--- src/rtl/cmx_pkg.sv ---
package cmx_pkg;

   typedef enum logic [2:0] {
      ST_IDLE,
      ST_SEEK,
      ST_LO,
      ST_HI,
      ST_OFS,
      ST_SMP,
      ST_DONE
   } cmx_st_e;

   localparam logic SEL_BURST = 1'b0;
   localparam logic SEL_OFS   = 1'b1;

   localparam int unsigned MAX_BURST = 64;

endpackage

--- src/rtl/cmx_keycfg.sv ---
module cmx_keycfg
   import cmx_pkg::*;
#(
   parameter int NKEY      = 64,
   parameter int KW        = 6,
   parameter int OFS_W     = 8,
   parameter int BL_W      = 7,
   parameter int WR_W      = 8,
   parameter int KEY_CAP   = 64,
   parameter int DEF_BURST = 4
) (
   input  logic             clk,
   input  logic             rst_n,
   input  logic             busy,
   input  logic             wr_en,
   input  logic             wr_sel,
   input  logic [KW-1:0]    wr_key,
   input  logic [WR_W-1:0]  wr_data,
   output logic             wr_err,
   input  logic [KW-1:0]    rd_key,
   output logic [BL_W-1:0]  rd_bl,
   output logic [OFS_W-1:0] rd_ofs
);

   localparam int CNT_W = $clog2(NKEY + 1);

   logic [BL_W-1:0]  bl_q  [NKEY];
   logic [OFS_W-1:0] ofs_q [NKEY];
   logic [CNT_W-1:0] cnt_q;

   int unsigned new_cnt;
   logic        reject;
   logic        acc_bl, acc_ofs;

   always_comb begin
      new_cnt = int'(cnt_q);
      if (bl_q[wr_key] != '0) new_cnt = new_cnt - 1;
      if (wr_data != '0)      new_cnt = new_cnt + 1;
      reject = busy;
      if (wr_sel == SEL_BURST &&
          (int'(wr_data) > int'(MAX_BURST) || new_cnt > KEY_CAP))
         reject = 1'b1;
      acc_bl  = wr_en && !reject && wr_sel == SEL_BURST;
      acc_ofs = wr_en && !reject && wr_sel == SEL_OFS;
   end

   always_ff @(posedge clk or negedge rst_n) begin
      if (!rst_n) begin
         for (int k = 0; k < NKEY; k++) begin
            bl_q[k]  <= (k < KEY_CAP) ? BL_W'(DEF_BURST) : '0;
            ofs_q[k] <= '0;
         end
         cnt_q  <= CNT_W'(KEY_CAP);
         wr_err <= 1'b0;
      end else begin
         wr_err <= wr_en && reject;
         if (acc_bl) begin
            bl_q[wr_key] <= wr_data[BL_W-1:0];
            cnt_q        <= CNT_W'(new_cnt);
         end
         if (acc_ofs) ofs_q[wr_key] <= wr_data[OFS_W-1:0];
      end
   end

   assign rd_bl  = bl_q[rd_key];
   assign rd_ofs = ofs_q[rd_key];

   // enabled-key count never exceeds the cap
   a_r11_cap_kept: assert property (@(posedge clk) disable iff (!rst_n)
      int'(cnt_q) <= KEY_CAP);

   // a write during a scan is flagged
   a_r10_busy_write_flagged: assert property (@(posedge clk) disable iff (!rst_n)
      (wr_en && busy) |=> wr_err);

endmodule

--- src/rtl/cmx_seq_fsm.sv ---
module cmx_seq_fsm
   import cmx_pkg::*;
#(
   parameter int NKEY     = 64,
   parameter int KW       = 6,
   parameter int BL_W     = 7,
   parameter int CW       = 8,
   parameter int T_XLO    = 4,
   parameter int T_XHI    = 4,
   parameter int T_SETTLE = 384
) (
   input  logic            clk,
   input  logic            rst_n,
   input  logic            start,
   input  logic [BL_W-1:0] cur_bl,
   output cmx_st_e         st_o,
   output logic [KW-1:0]   key_o,
   output logic [CW-1:0]   ph_o
);

   cmx_st_e         st_q;
   logic [KW-1:0]   key_q;
   logic [CW-1:0]   ph_q;
   logic [BL_W-1:0] left_q;
   logic            last;

   assign last = (key_q == KW'(NKEY - 1));

   always_ff @(posedge clk or negedge rst_n) begin
      if (!rst_n) begin
         st_q   <= ST_IDLE;
         key_q  <= '0;
         ph_q   <= '0;
         left_q <= '0;
      end else begin
         case (st_q)
            ST_IDLE: if (start) begin
               key_q <= '0;
               st_q  <= ST_SEEK;
            end
            ST_SEEK: begin
               if (cur_bl == '0) begin
                  if (last) st_q  <= ST_DONE;
                  else      key_q <= key_q + 1'b1;
               end else begin
                  left_q <= cur_bl;
                  ph_q   <= '0;
                  st_q   <= ST_LO;
               end
            end
            ST_LO: begin
               if (ph_q == CW'(T_XLO - 1)) begin
                  ph_q <= '0;
                  st_q <= ST_HI;
               end else ph_q <= ph_q + 1'b1;
            end
            ST_HI: begin
               if (ph_q == CW'(T_XHI - 1)) begin
                  ph_q <= '0;
                  if (left_q == BL_W'(1)) st_q <= ST_OFS;
                  else begin
                     left_q <= left_q - 1'b1;
                     st_q   <= ST_LO;
                  end
               end else ph_q <= ph_q + 1'b1;
            end
            ST_OFS: begin
               if (ph_q == CW'(T_SETTLE - 1)) begin
                  ph_q <= '0;
                  st_q <= ST_SMP;
               end else ph_q <= ph_q + 1'b1;
            end
            ST_SMP: begin
               if (last) st_q <= ST_DONE;
               else begin
                  key_q <= key_q + 1'b1;
                  st_q  <= ST_SEEK;
               end
            end
            default: st_q <= ST_IDLE;
         endcase
      end
   end

   assign st_o  = st_q;
   assign key_o = key_q;
   assign ph_o  = ph_q;

   // a disabled key never enters a pulse phase
   a_r4_skip_zero: assert property (@(posedge clk) disable iff (!rst_n)
      (st_q == ST_SEEK && cur_bl == '0) |=> st_q != ST_LO);

   // a sample is always preceded by the settle phase
   a_r7_settle_before_sample: assert property (@(posedge clk) disable iff (!rst_n)
      (st_q == ST_SMP) |-> $past(st_q) == ST_OFS);

   // keys advance by one after each sample
   a_r2_key_steps: assert property (@(posedge clk) disable iff (!rst_n)
      (st_q == ST_SMP && !last) |=> key_q == $past(key_q) + 1'b1);

   // the done state lasts one cycle
   a_r9_done_once: assert property (@(posedge clk) disable iff (!rst_n)
      (st_q == ST_DONE) |=> st_q == ST_IDLE);

endmodule

--- src/rtl/cmx_line_drv.sv ---
module cmx_line_drv
   import cmx_pkg::*;
#(
   parameter int NX      = 8,
   parameter int NY      = 8,
   parameter int KW      = 6,
   parameter int CW      = 8,
   parameter int T_XLO   = 4,
   parameter int T_SETUP = 1,
   parameter int T_DWELL = 8
) (
   input  logic                  clk,
   input  logic                  rst_n,
   input  cmx_st_e               st,
   input  logic [KW-1:0]         key,
   input  logic [CW-1:0]         ph,
   input  logic [NX-1:0]         ofs,
   input  logic                  clamp_pol,
   output logic [NX-1:0]         x_drv,
   output logic [$clog2(NY)-1:0] y_sel,
   output logic [NY-1:0]         y_clamp,
   output logic                  gate_en,
   output logic                  int_rst
);

   localparam int XW = $clog2(NX);
   localparam int YW = $clog2(NY);

   logic [XW-1:0] xi;
   logic          int_act;

   assign xi    = key[XW-1:0];
   assign y_sel = key[KW-1:XW];

   always_comb begin
      case (st)
         ST_HI:          x_drv = NX'(1) << xi;
         ST_OFS, ST_SMP: x_drv = ofs;
         default:        x_drv = '0;
      endcase
   end

   assign gate_en = (st == ST_LO && ph >= CW'(T_XLO - T_SETUP)) ||
                    (st == ST_HI && ph <  CW'(T_DWELL));

   for (genvar j = 0; j < NY; j++) begin : g_clamp
      assign y_clamp[j] = !(gate_en && y_sel == YW'(j));
   end

   assign int_act = (st == ST_IDLE) || (st == ST_SEEK) || (st == ST_DONE);
   assign int_rst = clamp_pol ? int_act : !int_act;

   // gate is already closed in the cycle before the X edge
   a_r5_gate_leads_edge: assert property (@(posedge clk) disable iff (!rst_n)
      (st == ST_HI && ph == '0) |-> $past(gate_en));

   // exactly one column released while gated
   a_r6_one_column_open: assert property (@(posedge clk) disable iff (!rst_n)
      gate_en |-> $countones(y_clamp) == NY - 1);

   // at most one X line high during a pulse
   a_r3_single_x: assert property (@(posedge clk) disable iff (!rst_n)
      (st == ST_HI || st == ST_LO) |-> $onehot0(x_drv));

endmodule

--- src/rtl/cmx_burst_seq.sv ---
module cmx_burst_seq
   import cmx_pkg::*;
#(
   parameter int NX        = 8,
   parameter int NY        = 8,
   parameter int KEY_CAP   = 64,
   parameter int DEF_BURST = 4,
   parameter int WR_W      = 8,
   parameter int T_XLO     = 12,
   parameter int T_XHI     = 24,
   parameter int T_SETUP   = 1,
   parameter int T_DWELL   = 8,
   parameter int T_SETTLE  = 384
) (
   input  logic                      clk,
   input  logic                      rst_n,
   input  logic                      start,
   input  logic                      clamp_pol,
   input  logic                      wr_en,
   input  logic                      wr_sel,
   input  logic [$clog2(NX*NY)-1:0]  wr_key,
   input  logic [WR_W-1:0]           wr_data,
   output logic                      wr_err,
   output logic                      busy,
   output logic                      scan_done,
   output logic [NX-1:0]             x_drv,
   output logic [$clog2(NY)-1:0]     y_sel,
   output logic [NY-1:0]             y_clamp,
   output logic                      gate_en,
   output logic                      int_rst,
   output logic                      smp_stb,
   output logic [$clog2(NX*NY)-1:0]  smp_key
);

   localparam int NKEY = NX * NY;
   localparam int KW   = $clog2(NKEY);
   localparam int BL_W = $clog2(MAX_BURST + 1);
   localparam int TMAX = (T_SETTLE > T_XHI) ?
                         ((T_SETTLE > T_XLO) ? T_SETTLE : T_XLO) :
                         ((T_XHI > T_XLO) ? T_XHI : T_XLO);
   localparam int CW   = $clog2(TMAX + 1);

   if (NX != (1 << $clog2(NX)) || NY != (1 << $clog2(NY))) begin : g_chk_pow2
      $error("matrix sides must be powers of two");
   end
   if (KEY_CAP < 1 || KEY_CAP > NKEY) begin : g_chk_cap
      $error("KEY_CAP out of range");
   end
   if (DEF_BURST < 1 || DEF_BURST > int'(MAX_BURST)) begin : g_chk_def
      $error("DEF_BURST out of range");
   end
   if (WR_W < NX || WR_W < BL_W) begin : g_chk_wrw
      $error("WR_W too narrow");
   end
   if (T_SETUP < 1 || T_SETUP >= T_XLO || T_DWELL < 1 || T_DWELL >= T_XHI)
   begin : g_chk_win
      $error("gate window must fit inside the pulse phases");
   end
   if (T_SETTLE < 1) begin : g_chk_settle
      $error("T_SETTLE must be at least one cycle");
   end

   cmx_st_e         st;
   logic [KW-1:0]   key;
   logic [CW-1:0]   ph;
   logic [BL_W-1:0] cur_bl;
   logic [NX-1:0]   cur_ofs;

   assign busy      = (st != ST_IDLE);
   assign scan_done = (st == ST_DONE);
   assign smp_stb   = (st == ST_SMP);
   assign smp_key   = key;

   cmx_keycfg #(
      .NKEY(NKEY), .KW(KW), .OFS_W(NX), .BL_W(BL_W), .WR_W(WR_W),
      .KEY_CAP(KEY_CAP), .DEF_BURST(DEF_BURST)
   ) u_cfg (
      .clk(clk), .rst_n(rst_n), .busy(busy),
      .wr_en(wr_en), .wr_sel(wr_sel), .wr_key(wr_key), .wr_data(wr_data),
      .wr_err(wr_err), .rd_key(key), .rd_bl(cur_bl), .rd_ofs(cur_ofs)
   );

   cmx_seq_fsm #(
      .NKEY(NKEY), .KW(KW), .BL_W(BL_W), .CW(CW),
      .T_XLO(T_XLO), .T_XHI(T_XHI), .T_SETTLE(T_SETTLE)
   ) u_fsm (
      .clk(clk), .rst_n(rst_n), .start(start), .cur_bl(cur_bl),
      .st_o(st), .key_o(key), .ph_o(ph)
   );

   cmx_line_drv #(
      .NX(NX), .NY(NY), .KW(KW), .CW(CW),
      .T_XLO(T_XLO), .T_SETUP(T_SETUP), .T_DWELL(T_DWELL)
   ) u_drv (
      .clk(clk), .rst_n(rst_n), .st(st), .key(key), .ph(ph), .ofs(cur_ofs),
      .clamp_pol(clamp_pol), .x_drv(x_drv), .y_sel(y_sel),
      .y_clamp(y_clamp), .gate_en(gate_en), .int_rst(int_rst)
   );

   // scan_done is a single-cycle pulse
   a_r9_done_pulse: assert property (@(posedge clk) disable iff (!rst_n)
      scan_done |=> !scan_done && !busy);

   // no sample while the integrator is held in reset
   a_r8_sample_released: assert property (@(posedge clk) disable iff (!rst_n)
      smp_stb |-> int_rst != clamp_pol);

endmodule

--- config.mk ---
export PLATFORM = sky130hd
export DESIGN_NAME = cmx_burst_seq
export DESIGN_NICKNAME = d
export VERILOG_FILES = /design/src/rtl/cmx_pkg.sv /design/src/rtl/cmx_keycfg.sv /design/src/rtl/cmx_seq_fsm.sv /design/src/rtl/cmx_line_drv.sv /design/src/rtl/cmx_burst_seq.sv
export SDC_FILE = /design/constraint.sdc
export NUM_CORES = 2
export LEC_CHECK = 0
export CAP_MARGIN = 10
export CORE_UTILIZATION = 50
export CTS_CLUSTER_DIAMETER = 200
export CTS_CLUSTER_SIZE = 24
export DETAILED_ROUTE_END_ITERATION = 8
export PLACE_DENSITY = 0.66
export SETUP_SLACK_MARGIN = 0.3
export SYNTH_ARGS = -nofsm -noshare
export SYNTH_HDL_FRONTEND = slang
export SYNTH_SLANG_ARGS = --single-unit
export TNS_END_PERCENT = 30
--- constraint.sdc ---
create_clock -name clk -period 8.9 [get_ports clk]
set_clock_uncertainty 0.1 [all_clocks]
set_input_delay 2.67 -clock clk [delete_from_list [all_inputs] [get_ports clk]]
set_output_delay 2.67 -clock clk [all_outputs]
set_load 0.02 [all_outputs]
==> metrics.md <==
| Metric | Value |
|---|---|
| Starting density of the core | `50.5%` |
| Asr flop ratio synth | `100%` |
| Critical Path End Type | `register` |
| Post-synthesis compound-gate area fraction | `7.34%` |
| TritonCTS clock tree | `built` |
| Pleak | `25.1 nW` |
| Clk_lat worst skew | `0.69 ns` |
| Yosys cell types | `91` |
| Largest family of logic cells by synthesized area | `multiplexers` |
| Worst path max stage delay | `0.44 ns` |
| Vias in the first global route | `33,600` |
| Syn_nets | `3,531` |
| Core Rows | `117` |
| Arr. time, crit path | `8.98 ns` |
| VDD IR-drop max | `0.000215 V` |
| Total vias in the final route | `32,400` |
| Avg WL per Cell | `29.8 um` |
| Layout Nets | `3,605` |
| Hold slack | `0.405 ns` |
| Final setup vio count | `0` |
| Area growth, synth to finish | `9.67%` |
| Fillers | `8,129` |
| Max_slew headroom | `21.2%` |
| Initial antenna violation count | `3` |
| Top Usage Layer GRT | `met2` |
| Hold Crit Class | `reg -> reg` |
| EDFF count, synth | `0` |
| CORE AREA | `102,000 sq um` |
| Synthesized area per cell | `14.7 sq um` |
| Remaining DRCs | `0` |
| Die H | `323 um` |
| Post-synthesis adder-cell area fraction | `0.487%` |
| Hold Vio Cnt, Final | `0` |
| Period minus WS final | `8.51 ns` |
| Most frequent cells in the layout | `mux2_2 (942), dfrtp_1 (923), mux4_2 (312), buf_4 (219), nand2_1 (127)` |
| H-tree levels | `2` |
| Buffers on Ports | `50` |
| First-pass GRT wire length | `224 mm` |
| Commonest non-fill, non-tap cell in the layout | `mux2_2` |
| Post-DP HPWL | `97.4 mm` |
| Clock Tree Buf Depth | `3` |
| Highest Clock Rate | `117 MHz` |
| DIE WIDTH | `323 um` |
| Hold_buf cts | `0` |
| Grt total ovfl | `0` |
| CP max FO | `14` |
| Reg clk slew, reported paths | `0.11 ns` |
| Met3 Use GR | `4.76%` |
| Routability cong. | `0.945` |
| Layout cells sized above 1 | `50.7%` |
| Area of the die | `104,000 sq um` |
| DRT Pass-1 Iters | `5` |
| Req. time, crit path | `9.36 ns` |
| Max Slew Vio Count | `0` |
| Cell Pwr Density | `175 nW/um^2` |
| Met2 usage | `46.4%` |
| Mux share of post-synthesis cell area | `36.1%` |
| Pwr Total | `0.00986 W` |
| Outcome | `finished clean` |
| Via density | `6.53` |
| Post-synthesis register bit count | `993` |
| Worst setup SP type | `input pin` |
| ANT cells | `0` |
| RSZ-0062 raised after global routing | `no` |
| DRT Wirelength | `148 mm` |
| Met1 usage | `38.7%` |
| Max_cap viols | `0` |
| DR iter-0 viols | `3,166` |
| Worst slew pin tran | `1.18 ns` |
| GRT Total Usage | `28.7%` |
| Setup Crit Path Kind | `in -> reg` |
| Synth Cell Area | `51,400 sq um` |
| Pin count of the biggest net entering global routing | `205` |
| Xor and xnor fraction of the mapped netlist area | `0.406%` |
| Sequential area share after synthesis | `48.5%` |
| Root Driver | `clkbuf_16` |
| Synthesized-area fraction occupied by and/or/nand/nor cells | `4.55%` |
| YS warnings | `0` |
| CP dominant cell by count | `buf_4` |
| Final period utilization | `95.6%` |
| Antenna-violating nets left | `0` |
| Top Ports | `51` |
| Ys flop type | `dfrtp_1` |
| CTS buffer count | `47` |
| Slowest cell on crit path | `nor4_2` |
| Post-Synthesis Cells | `3,491` |
| Clock sink total | `993` |
[worst paths after layout]
kind	startpoint	end	slack (ns)	depth (start not counted)
worst max-delay path	wr_key[0]	u_cfg.bl_q[259]	0.39	27
worst min register to register	u_cfg.ofs_q[43]	u_cfg.ofs_q[43]	0.40	1
min in group asynchronous	rst_n	u_cfg.bl_q[281]	1.92	1
worst max register to register	u_cfg.bl_q[42]	u_cfg.bl_q[259]	2.19	22
max in group asynchronous	rst_n	u_cfg.ofs_q[465]	5.11	2
worst min-delay path	u_cfg.ofs_q[43]	u_cfg.ofs_q[43]	0.40	1
[stage by stage]
stage | instance area, sq um | util [%] | TNS [ns] | worst slack (ns) | instances
6_report | 56400 | 55.3 | 0 | 0.387 | 4961
5_1_grt | 56400 | 55.3 | 0 | 0.245 | 4961
4_1_cts | 56000 | 55.0 | 0 | 0.351 | 4950
3_5_place_dp | 54600 | 53.6 | -229.07 | -0.586 | 4873
3_3_place_gp | 54600 | 53.6 | -243.63 | -0.600 | 4873
2_1_floorplan | 51400 | - | 0 | 0.334 | 3491
[cell families after synthesis]
group	Yosys count
simple gates	468
buf+inv	304
flops	993
mux	1323
xor+xnor	23
compound gates	360
fa+ha+maj	20
[report_power, final]
| part | leakage (nW) | internal [W] | switching (W) |
|---|---|---|---|
| clock network | 0.651 | 0.00103 | 0.00150 |
| registers | 13.6 | 0.00465 | 0.000305 |
| logic | 10.9 | 0.00101 | 0.00135 |
| total | 25.1 | 0.00669 | 0.00316 |
[cell usage after synthesis (all sizes together), types with 52 or more instances]
| cell | instances | share of area [%] |
|---|---|---|
| nor2 | 106 | 0.79 |
| nand2 | 128 | 0.93 |
| a2111oi | 71 | 3.6 |
| dfstp | 65 | 3.3 |
| mux4 | 312 | 14 |
| dfrtp | 928 | 45 |
| nor3 | 54 | 0.53 |
| mux2 | 985 | 22 |
| buf | 103 | 1.2 |
| clkbuf | 183 | 1.3 |
| o21ai | 81 | 0.79 |
| a21oi | 52 | 0.51 |
[worst max-delay path, delay by kind of cell]
kind | cells | cell delay, ns
and+or+nand+nor | 9 | 2.34
buffers and inverters | 9 | 1.61
AOI/OAI and AO/OA | 6 | 1.35
muxes | 2 | 0.70
adders and majority gates | 1 | 0.30
[per-layer routing]
metal	up-vias	wire [um]
li1	13400	-
met1	17500	60700
met2	1196	71300
met3	298	9300
met4	4	6660
met5	-	26
[flip-flops by register name, indices dropped and copies added (netlist names)]
signal / flops
u_fsm.ph_o: 9
u_fsm.key_o: 6
u_fsm.left_q: 7
u_cfg.bl_q: 448
u_cfg.ofs_q: 512
u_fsm.st_o: 3
u_cfg.cnt_q: 7
u_cfg.wr_err: 1
[layout make-up]
| cell class | count | area, sq um | share of cell area [%] |
|---|---|---|---|
| Inverter | 18 | 67.6 | 0.120 |
| Multi-Input combinational cell | 2194 | 25300 | 44.9 |
| Timing Repair Buffer | 311 | 2980 | 5.29 |
| Clock inverter | 3 | 66.3 | 0.118 |
| Sequential cell | 993 | 24900 | 44.2 |
| Clock buffer | 74 | 1300 | 2.30 |
| Tap cell | 1368 | 1710 | 3.04 |
[repair_timing]
item	4_1_cts	5_1_grt
setup endpoints to repair	448	448
resized for setup	5	46
buffers inserted	0	7
cloned	0	4
pin swaps	1	22
hold endpoints to repair	0	0
(Power assumes the default switching activity.)
